===== src/rtl/lgd_pkg.sv =====
package lgd_pkg;
  // number of attribute bytes; regions = 2*bytes-1
  localparam int ATTR_BYTES = 7;
  localparam int REGIONS    = 2 * ATTR_BYTES - 1;
  // bit positions inside the SMRAM control byte
  localparam int SMR_OPEN_BIT = 6;
  localparam int SMR_GEN_BIT  = 3;
  // bit positions inside an attribute field
  localparam int FLD_RD_BIT = 0;
  localparam int FLD_WR_BIT = 1;

  typedef struct packed {
    logic [ATTR_BYTES-1:0] attrWr;
    logic                  smramWr;
  } cfgStrobe_t;
endpackage


===== src/rtl/legacy_attr_ctrl.sv =====
module legacy_attr_ctrl
  import lgd_pkg::*;
#(
  parameter int                CFG_W     = 8,
  parameter logic [CFG_W-1:0]  ATTR_BASE = 8'h59,
  parameter logic [CFG_W-1:0]  SMRAM_OFF = 8'h72
) (
  input  logic             cfgWrEn,
  input  logic [CFG_W-1:0] cfgAddr,
  output cfgStrobe_t       strobe
);
  for (genvar b = 0; b < ATTR_BYTES; b++) begin : g_dec
    localparam logic [CFG_W-1:0] OFF = CFG_W'(ATTR_BASE + b);
    assign strobe.attrWr[b] = cfgWrEn && (cfgAddr == OFF);
  end
  assign strobe.smramWr = cfgWrEn && (cfgAddr == SMRAM_OFF);
endmodule


===== src/rtl/legacy_attr_dp.sv =====
module legacy_attr_dp
  import lgd_pkg::*;
#(
  parameter int                CFG_W      = 8,
  parameter int                ADDR_W     = 20,
  parameter logic [CFG_W-1:0]  ATTR_BASE  = 8'h59,
  parameter logic [CFG_W-1:0]  SMRAM_OFF  = 8'h72,
  parameter logic [CFG_W-1:0]  SMRAM_RST  = 8'h02,
  parameter int                BIOS_LOG2  = 16,
  parameter int                EXP_LOG2   = 14,
  parameter logic [ADDR_W-1:0] WIN_BASE   = 20'hA0000,
  parameter int                WIN_LOG2   = 17
) (
  input  logic              clk,
  input  logic              rstN,
  input  cfgStrobe_t        strobe,
  input  logic [CFG_W-1:0]  cfgWrData,
  input  logic [CFG_W-1:0]  cfgRdAddr,
  output logic [CFG_W-1:0]  cfgRdData,
  input  logic              accValid,
  input  logic [ADDR_W-1:0] accAddr,
  input  logic              accWrite,
  input  logic              accSmm,
  output logic              resValid,
  output logic              resDram
);
  localparam int AW1    = ADDR_W + 1;
  localparam int RIDX_W = $clog2(REGIONS);
  localparam int EXP_N  = REGIONS - 1;
  localparam logic [AW1-1:0] TOP_A   = AW1'(1) << ADDR_W;
  localparam logic [AW1-1:0] BIOS_LO = TOP_A - (AW1'(1) << BIOS_LOG2);
  localparam logic [AW1-1:0] EXP_LO  = BIOS_LO - AW1'(EXP_N * (1 << EXP_LOG2));
  localparam logic [AW1-1:0] WIN_LO  = {1'b0, WIN_BASE};
  localparam logic [AW1-1:0] WIN_HI  = WIN_LO + (AW1'(1) << WIN_LOG2);

  logic [CFG_W-1:0] attrReg [ATTR_BYTES];
  logic [CFG_W-1:0] smramReg;

  // register file
  for (genvar b = 0; b < ATTR_BYTES; b++) begin : g_attr
    always_ff @(posedge clk or negedge rstN) begin
      if (!rstN)                attrReg[b] <= '0;
      else if (strobe.attrWr[b]) attrReg[b] <= cfgWrData;
    end
  end

  always_ff @(posedge clk or negedge rstN) begin
    if (!rstN)               smramReg <= SMRAM_RST;
    else if (strobe.smramWr) smramReg <= cfgWrData;
  end

  // read mux
  always_comb begin
    cfgRdData = '0;
    for (int b = 0; b < ATTR_BYTES; b++) begin
      if (cfgRdAddr == CFG_W'(ATTR_BASE + b)) cfgRdData = attrReg[b];
    end
    if (cfgRdAddr == SMRAM_OFF) cfgRdData = smramReg;
  end

  // per-region enable pair: region 0 and even regions use the high nibble
  logic [1:0] fld [REGIONS];
  for (genvar g = 0; g < REGIONS; g++) begin : g_fld
    localparam int BI = (g + 1) / 2;
    if (g % 2 == 0) begin : g_hi
      assign fld[g] = {attrReg[BI][4+FLD_WR_BIT], attrReg[BI][4+FLD_RD_BIT]};
    end else begin : g_lo
      assign fld[g] = {attrReg[BI][FLD_WR_BIT], attrReg[BI][FLD_RD_BIT]};
    end
  end

  // address classification and lookup
  logic [AW1-1:0]    addrX, expOff;
  logic              isLow, inWin, inBios, inExp, winDram, enBit, dramNext;
  logic [RIDX_W-1:0] regSel;
  logic [1:0]        selFld;

  always_comb begin
    addrX  = {1'b0, accAddr};
    isLow  = addrX < WIN_LO;
    inWin  = (addrX >= WIN_LO) && (addrX < WIN_HI);
    inBios = addrX >= BIOS_LO;
    inExp  = (addrX >= EXP_LO) && !inBios;
    expOff = (addrX - EXP_LO) >> EXP_LOG2;
    regSel = inBios ? '0 : RIDX_W'(expOff) + RIDX_W'(1);
    selFld = '0;
    for (int r = 0; r < REGIONS; r++) begin
      if (regSel == RIDX_W'(r)) selFld = fld[r];
    end
    enBit    = accWrite ? selFld[1] : selFld[0];
    winDram  = smramReg[SMR_OPEN_BIT] || (accSmm && smramReg[SMR_GEN_BIT]);
    dramNext = isLow || (inWin && winDram) || ((inBios || inExp) && enBit);
  end

  always_ff @(posedge clk or negedge rstN) begin
    if (!rstN) begin
      resValid <= 1'b0;
      resDram  <= 1'b0;
    end else begin
      resValid <= accValid;
      resDram  <= accValid && dramNext;
    end
  end
endmodule


===== src/rtl/legacy_attr_decoder.sv =====
module legacy_attr_decoder
  import lgd_pkg::*;
#(
  parameter int                CFG_W     = 8,
  parameter int                ADDR_W    = 20,
  parameter logic [CFG_W-1:0]  ATTR_BASE = 8'h59,
  parameter logic [CFG_W-1:0]  SMRAM_OFF = 8'h72,
  parameter logic [CFG_W-1:0]  SMRAM_RST = 8'h02,
  parameter int                BIOS_LOG2 = 16,
  parameter int                EXP_LOG2  = 14,
  parameter logic [ADDR_W-1:0] WIN_BASE  = 20'hA0000,
  parameter int                WIN_LOG2  = 17
) (
  input  logic              clk,
  input  logic              rstN,
  input  logic              cfgWrEn,
  input  logic [CFG_W-1:0]  cfgAddr,
  input  logic [CFG_W-1:0]  cfgWrData,
  input  logic [CFG_W-1:0]  cfgRdAddr,
  output logic [CFG_W-1:0]  cfgRdData,
  input  logic              accValid,
  input  logic [ADDR_W-1:0] accAddr,
  input  logic              accWrite,
  input  logic              accSmm,
  output logic              resValid,
  output logic              resDram
);
  cfgStrobe_t strobe;

  legacy_attr_ctrl #(
    .CFG_W(CFG_W), .ATTR_BASE(ATTR_BASE), .SMRAM_OFF(SMRAM_OFF)
  ) i_ctrl (
    .cfgWrEn(cfgWrEn), .cfgAddr(cfgAddr), .strobe(strobe)
  );

  legacy_attr_dp #(
    .CFG_W(CFG_W), .ADDR_W(ADDR_W), .ATTR_BASE(ATTR_BASE),
    .SMRAM_OFF(SMRAM_OFF), .SMRAM_RST(SMRAM_RST), .BIOS_LOG2(BIOS_LOG2),
    .EXP_LOG2(EXP_LOG2), .WIN_BASE(WIN_BASE), .WIN_LOG2(WIN_LOG2)
  ) i_dp (
    .clk(clk), .rstN(rstN), .strobe(strobe), .cfgWrData(cfgWrData),
    .cfgRdAddr(cfgRdAddr), .cfgRdData(cfgRdData), .accValid(accValid),
    .accAddr(accAddr), .accWrite(accWrite), .accSmm(accSmm),
    .resValid(resValid), .resDram(resDram)
  );
endmodule


===== config.mk =====
export PLATFORM = sky130hd
export DESIGN_NAME = legacy_attr_decoder
export DESIGN_NICKNAME = d
export VERILOG_FILES = /design/src/rtl/lgd_pkg.sv /design/src/rtl/legacy_attr_ctrl.sv /design/src/rtl/legacy_attr_dp.sv /design/src/rtl/legacy_attr_decoder.sv
export SDC_FILE = /design/constraint.sdc
export NUM_CORES = 1
export LEC_CHECK = 0
export ABC_CLOCK_PERIOD_IN_PS = 2150
export BUFFER_PORTS_ARGS = -buffer_cell sky130_fd_sc_hd__buf_2
export CORE_MARGIN = 2
export CORE_UTILIZATION = 49
export CTS_CLUSTER_SIZE = 24
export DETAILED_ROUTE_END_ITERATION = 16
export PLACE_DENSITY = 0.71
export SLEW_MARGIN = 0
export SYNTH_ARGS = -nofsm -noshare
export SYNTH_HDL_FRONTEND = slang
export SYNTH_SLANG_ARGS = --single-unit
export TNS_END_PERCENT = 100

===== constraint.sdc =====
create_clock -name clk -period 2.15 [get_ports clk]
set_input_delay 0.1075 -clock clk [delete_from_list [all_inputs] [get_ports clk]]
set_output_delay 0.1075 -clock clk [all_outputs]
set_load 0.02 [all_outputs]

# [Yosys cells after proc, flatten, opt, wreduce, memory -nomap -nowiden]
# Index checks and enable logic that the tools add are counted.
[word_totals] input_bits=50 wordCells=88 regBits=66 output_inout_bits=10
[op_classes] n_lt_le_gt_ge=5 eq_ne=28 n_addsub=2 n_mux=23 n_reduce_logical=20
[op_table] cell="8-bit by 7-bit equality test with 1-bit output, second input constant" count=16
[op_table] cell="8-bit two-way mux" count=8
[op_table] cell="20-bit >= comparator, second input constant" count=3
[op_table] cell="20-bit < comparator, second input constant" count=2
[op_table] cell="2-bit two-way mux" count=13
[op_table] cell="4-bit equality test, second input constant" count=5
[op_table] cell="18-bit by 1-bit subtractor with 18-bit output, second input constant" count=1
[op_table] cell="4-bit by 3-bit equality test with 1-bit output, second input constant" count=4
[op_table] cell="1-bit logical AND" count=14
[op_table] cell="4-bit by 2-bit equality test with 1-bit output, second input constant" count=2
[op_table] cell="4-bit by 1-bit adder with 4-bit output, second input constant" count=1
[op_table] cell="4-bit by 1-bit equality test with 1-bit output, second input constant" count=1
[op_table] cell="4-bit zero test" count=1
[op_table] cell="1-bit logical OR" count=4
[op_table] cell="4-bit two-way mux" count=1
[op_table] cell="1-bit zero test" count=1
[op_table] cell="1-bit two-way mux" count=1

# [Longest topological paths before layout]
[logic_depth] ltp_word=21 depth_mapped=11 mapped_depth_nobuf=8

# [Hierarchy]
# Synthesis repeated with hierarchy kept, for this count alone.
[unflattened] hier_cells=309 area_unflattened_um2=3559.7
[modules_own_cells] mod="legacy_attr_dp" seq_area_each_um2=1652.8 cells_each=292 area_per_inst_um2=3434.5 instances=1
[modules_own_cells] mod="legacy_attr_ctrl" seq_area_each_um2=0.0 cells_each=17 area_per_inst_um2=125.1 instances=1

# [Worst setup path after synthesis]
# No wires, ideal clock.
[synth_timing] kind="input to register" startpoint="in accAddr[14]" endpoint="reg i_dp.resDram" arrival_time_ns=1.975 cell_stages=11 path_buffers=3 slack_ns=0.049 setup_time_ns=0.126 required_time_ns=2.024 cell_sequence="buf_6 -> buf_2 -> inv_1 -> ha_1 -> clkbuf_1 -> nor2_1 -> nand3_1 -> a31oi_1 -> a2111oi_1 -> o211ai_1 -> o311a_1"
[synth_via] elab_chain_cells=21 word_cells_on_any_way=44 classes_between="add/sub (2); order compare (5); eq/ne (12); mux (15); reduce/logical (10)"
[synth_rtl] element="from (decl)" line_no="legacy_attr_decoder.sv:22" source="input logic [ADDR_W-1:0] accAddr,"
[synth_rtl] element="18-bit by 1-bit subtractor with 18-bit output" line_no="legacy_attr_dp.sv:84" source="expOff = (addrX - EXP_LO) >> EXP_LOG2;"
[synth_rtl] element="4-bit by 1-bit adder with 4-bit output" line_no="legacy_attr_dp.sv:85" source="regSel = inBios ? '0 : RIDX_W'(expOff) + RIDX_W'(1);"
[synth_rtl] element="4-bit two-way mux" line_no="legacy_attr_dp.sv:85"
[synth_rtl] element="4-bit zero test" line_no="legacy_attr_dp.sv:88" source="if (regSel == RIDX_W'(r)) selFld = fld[r];"
[synth_rtl] element="2-bit two-way mux (13 in series)" line_no="legacy_attr_dp.sv:88"
[synth_rtl] element="1-bit two-way mux" line_no="legacy_attr_dp.sv:90" source="enBit = accWrite ? selFld[1] : selFld[0];"
[synth_rtl] element="1-bit logical AND" line_no="legacy_attr_dp.sv:92" source="dramNext = isLow || (inWin && winDram) || ((inBios || inExp) && enBit);"
[synth_rtl] element="1-bit logical OR (*)" line_no="legacy_attr_dp.sv:92"
[synth_rtl] element="1-bit logical AND (*)" line_no="legacy_attr_dp.sv:101" source="resDram <= accValid && dramNext;"
[synth_rtl] element="to (signal assigned)" line_no="legacy_attr_dp.sv:101"
[synth_rtl] element="to (decl)" line_no="legacy_attr_dp.sv:25" source="output logic resDram"
# Mark *: on every way between the ends. The rest lies on a longest branch, timed or not.
# A chain may end at the register's enable or synchronous reset.

# [Worst setup path after layout]
[layout_timing] startpoint="reg i_dp.attrReg[25] (netlist name)" endpoint="out cfgRdData[1]"
[layout_via] elab_chain_cells=5
[layout_rtl] element="from (decl)" line_no="legacy_attr_dp.sv:36" source="logic [CFG_W-1:0] attrReg [ATTR_BYTES];"
[layout_rtl] element="from (signal, indexed assignment)" line_no="legacy_attr_dp.sv:43" source="else if (strobe.attrWr[b]) attrReg[b] <= cfgWrData;"
[layout_rtl] element="8-bit two-way mux (4 in series)" line_no="legacy_attr_dp.sv:56" source="if (cfgRdAddr == CFG_W'(ATTR_BASE + b)) cfgRdData = attrReg[b];"
[layout_rtl] element="8-bit two-way mux" line_no="legacy_attr_dp.sv:58" source="if (cfgRdAddr == SMRAM_OFF) cfgRdData = smramReg;"
[layout_rtl] element="to (decl)" line_no="legacy_attr_decoder.sv:20" source="output logic [CFG_W-1:0] cfgRdData,"
# Every way passes these cells.

==> flow_metrics.tcl <==
set metrics [dict create \
    setup_viol 0 \
    post-route-drc-count 0 \
    required_ns 2.04 \
    critPathMaxFanout 4 \
    path_buf_inv 1 \
    clockBufferDepth 2 \
    worstPathArrival_ns 1.73 \
    start_kind "register" \
    seq_area_mm2 0.00165 \
    routed_wl_um 9070 \
    placed_cell_area_mm2 0.00412 \
    p_int_mw 1.91 \
    rsz0062_at_grt "false" \
    pwr-share-seq_pct 50.9 \
    dr.first_iter.drc_count 162 \
    yosys_most_used_dff "dfrtp_1" \
    gp_congestion 0.880 \
    dp_hpwl_um 6570 \
    avgViaCountPerCell 5.82 \
    antenna_found_initial 0 \
    ys_warn_count 0 \
    drv_slew 0 \
    gr-usage-all-layers_pct 23.2 \
    grt_max_degree 67 \
    setup_tns_ns 0 \
    first_global_vias 2988 \
    postSynthCellCount 338 \
    async_reset_ff_share_pct 100 \
    cts_sinks 66 \
    ir_worst_vdd_uv 544 \
    start_util_pct 51.0 \
    root_buffer "clkbuf_8" \
    syn_area_mm2 0.00374 \
    cap_violations 0 \
    ctsResizeCount 0 \
    area_delta_synth_final_pct 15.5 \
    skew_ns 0.00591 \
    tightest_slew_ns 0.810 \
    critPathTopFamily "compound AO/OA/AOI/OAI gates" \
    design_area_mm2 0.00432 \
    critical_path.slowest_cell "dfrtp_1" \
    relSlewSlack_pct 46.0 \
    p_per_area_mw_per_mm2 611 \
    endpoint_kind "primary output" \
    synth_edf_count 0 \
    p_sw_mw 0.728 \
    p_leak_nw 2.08 \
    detail-route-antenna-nets 0 \
    crit_chain "mux2_2 -> o22ai_1 -> nor2_1 -> a211oi_1 -> o21ai_0 -> buf_2" \
    multi_input_area_mm2 0.00199 \
    hold_class "input port to register" \
    synth_seq_area_share_pct 44.2 \
    min_period_over_period_pct 85.5 \
    die_x_um 91.4 \
    n_antenna_cell 0 \
    final.min_clock_period_ns 1.84 \
    p_comb_share_pct 13.8 \
    crit_type "register to primary output" \
    drive_gt1_share_pct 40.8 \
    num_vias 2915 \
    fillers 632 \
    insertion_delay_ns 0.34 \
    fmaxAchievable_mhz 544 \
    rows 31 \
    die-area_mm2 0.00835 \
    grt_pass1_wl_um 15000 \
    cts_tree "done" \
    p_sw_share_pct 27.6 \
    io_buffers 45 \
    syn-num-nets 390 \
    ios 60 \
    wl_per_cell_um 18.1 \
    core_mm2 0.00733 \
    hold_viol 0 \
    synth_cell_types 61 \
    chipHeight_um 91.4 \
    clkTransAtPathRegs_ns 0.07 \
    ys_ff_latch 66 \
    grt.overflow.total 0 \
    clkPwrFrac_pct 35.3 \
    drtPass1Iterations 5 \
    htreeDepth 3 \
    status "finished, final reports clean" \
    final_nets 449 \
    synth.avg_cell_area_um2 11.1 \
    numCtsBuffers 9 \
    cp_slowest_stage_delay_ns 0.42 \
]
-- worst reg2reg max path, delay by kind of cell (launching register included) --
kind / cells / cell delay (ns)
simple gates: 1 / 0.11
flops: 1 / 0.42
compound gates: 5 / 0.97
-- final cells by class --
| type | count | share of cell area [%] |
|---|---|---|
| inverters | 6 | 0.521 |
| repair buffers | 62 | 8.28 |
| flip-flops and latches | 66 | 38.2 |
| clock inverters | 6 | 0.955 |
| well taps | 99 | 2.87 |
| multi-input cells | 252 | 46.0 |
| clock buffers | 10 | 3.18 |
-- worst paths after layout --
path | start | slack (ns) | depth (start not counted) | end
setup / recovery | i_dp.attrReg[25]$_DFFE_PN0P_ | 0.31 | 6 | cfgRdData[1]
hold / removal | cfgWrData[0] | 0.11 | 3 | i_dp.attrReg[0]$_DFFE_PN0P_
setup reg to reg | i_dp.attrReg[45]$_DFFE_PN0P_ | 0.53 | 6 | i_dp.resDram$_DFF_PN0_
hold reg to reg | i_dp.smramReg[5]$_DFFE_PN0P_ | 0.51 | 1 | i_dp.smramReg[5]$_DFFE_PN0P_
max in group asynchronous | rstN | 1.14 | 3 | i_dp.attrReg[48]$_DFFE_PN0P_
min in group asynchronous | rstN | 0.47 | 3 | i_dp.attrReg[26]$_DFFE_PN0P_
-- layout by cell type, fill, tap and decap left out, drive strengths merged, types with 2 or more instances in the layout --
cell type    instances
mux2                72
dfrtp               65
buf                 60
nand2               38
nor2                19
o22ai               13
o21ai               12
clkbuf              10
nand3                9
nor2b                7
a211oi               7
a21oi                7
inv                  7
nor3                 7
mux2i                6
a21boi               4
o2bb2ai              3
a31oi                3
clkinvlp             3
a22oi                2
and3                 2
and3b                2
and4                 2
nor4                 2
a32oi                2
a2bb2oi              2
ha                   2
clkinv               2
dlygate4sd3          2
nor4b                2
a311oi               2
o41ai                2
nand4                2
a32o                 2
-- cell families after synthesis --
| logic type | after synthesis | share of synthesized area, % |
|---|---|---|
| multiplexers | 78 | 23.3 |
| adder cells (fa/ha/maj) | 2 | 0.669 |
| XOR/XNOR | 2 | 0.669 |
| AO/OA/AOI/OAI | 70 | 13.8 |
| flip-flops | 66 | 44.2 |
| buffers and inverters | 20 | 2.74 |
| AND/OR/NAND/NOR | 100 | 14.6 |
-- cell usage after synthesis (4+ instances only) --
master / number / share of area [%]
a211oi_1: 7 / 1.4
a21oi_1: 7 / 0.94
buf_2: 4 / 0.53
clkbuf_1: 7 / 0.70
dfrtp_1: 65 / 43
inv_1: 6 / 0.60
mux2_2: 72 / 22
mux2i_1: 6 / 1.6
nand2_1: 38 / 3.8
nand3_1: 9 / 1.2
nor2_1: 17 / 1.7
nor2b_1: 7 / 1.2
nor3_1: 4 / 0.53
o21ai_0: 12 / 1.6
o22ai_1: 13 / 2.2
-- through the flow --
stage / worst slack [ns] / total power, mW / util (%) / std cells / hold WS (ns)
6_report: 0.313 / 2.64 / 59.0 / 501 / 0.106
5_1_grt: 0.120 / 2.76 / 59.0 / 501 / 0.108
4_1_cts: 0.295 / 2.66 / 59.0 / 501 / 0.0892
3_5_place_dp: 0.0746 / 1.73 / 56.3 / 483 / 0.235
3_3_place_gp: 0.0757 / 1.72 / 56.3 / 483 / 0.230
2_1_floorplan: 0.0494 / 1.58 / - / 338 / -0.188
-- flip-flops by register name, summed over array words and instances, names as in the netlist --
name and count:
i_dp.resDram 1, i_dp.resValid 1, i_dp.smramReg 8, i_dp.attrReg 56
-- power groups by stage --
stage,clock [mW],combinational [mW],sequential (mW)
2_1_floorplan,0,0.225,1.36
3_3_place_gp,0,0.352,1.36
3_5_place_dp,0,0.362,1.37
4_1_cts,0.953,0.365,1.34
5_1_grt,1.01,0.402,1.35
6_report,0.933,0.364,1.34
-- timing repair --
item / in CTS / in global routing
hold buffers: 2 / 0
hold endpoints to repair: 66 / 0
setup buffers: 0 / 0
-- per-layer routing --
| layer | part of all wire, % | up-vias | track usage, % |
|---|---|---|---|
| met5 | 0 | - | 0 |
| met4 | 3.1 | 0 | 11.4 |
| met3 | 3.3 | 23 | 3.15 |
| met2 | 48 | 80 | 36.7 |
| met1 | 45 | 1426 | 31.2 |
| li1 | - | 1386 | - |
Power figures use the tool's default switching activity.
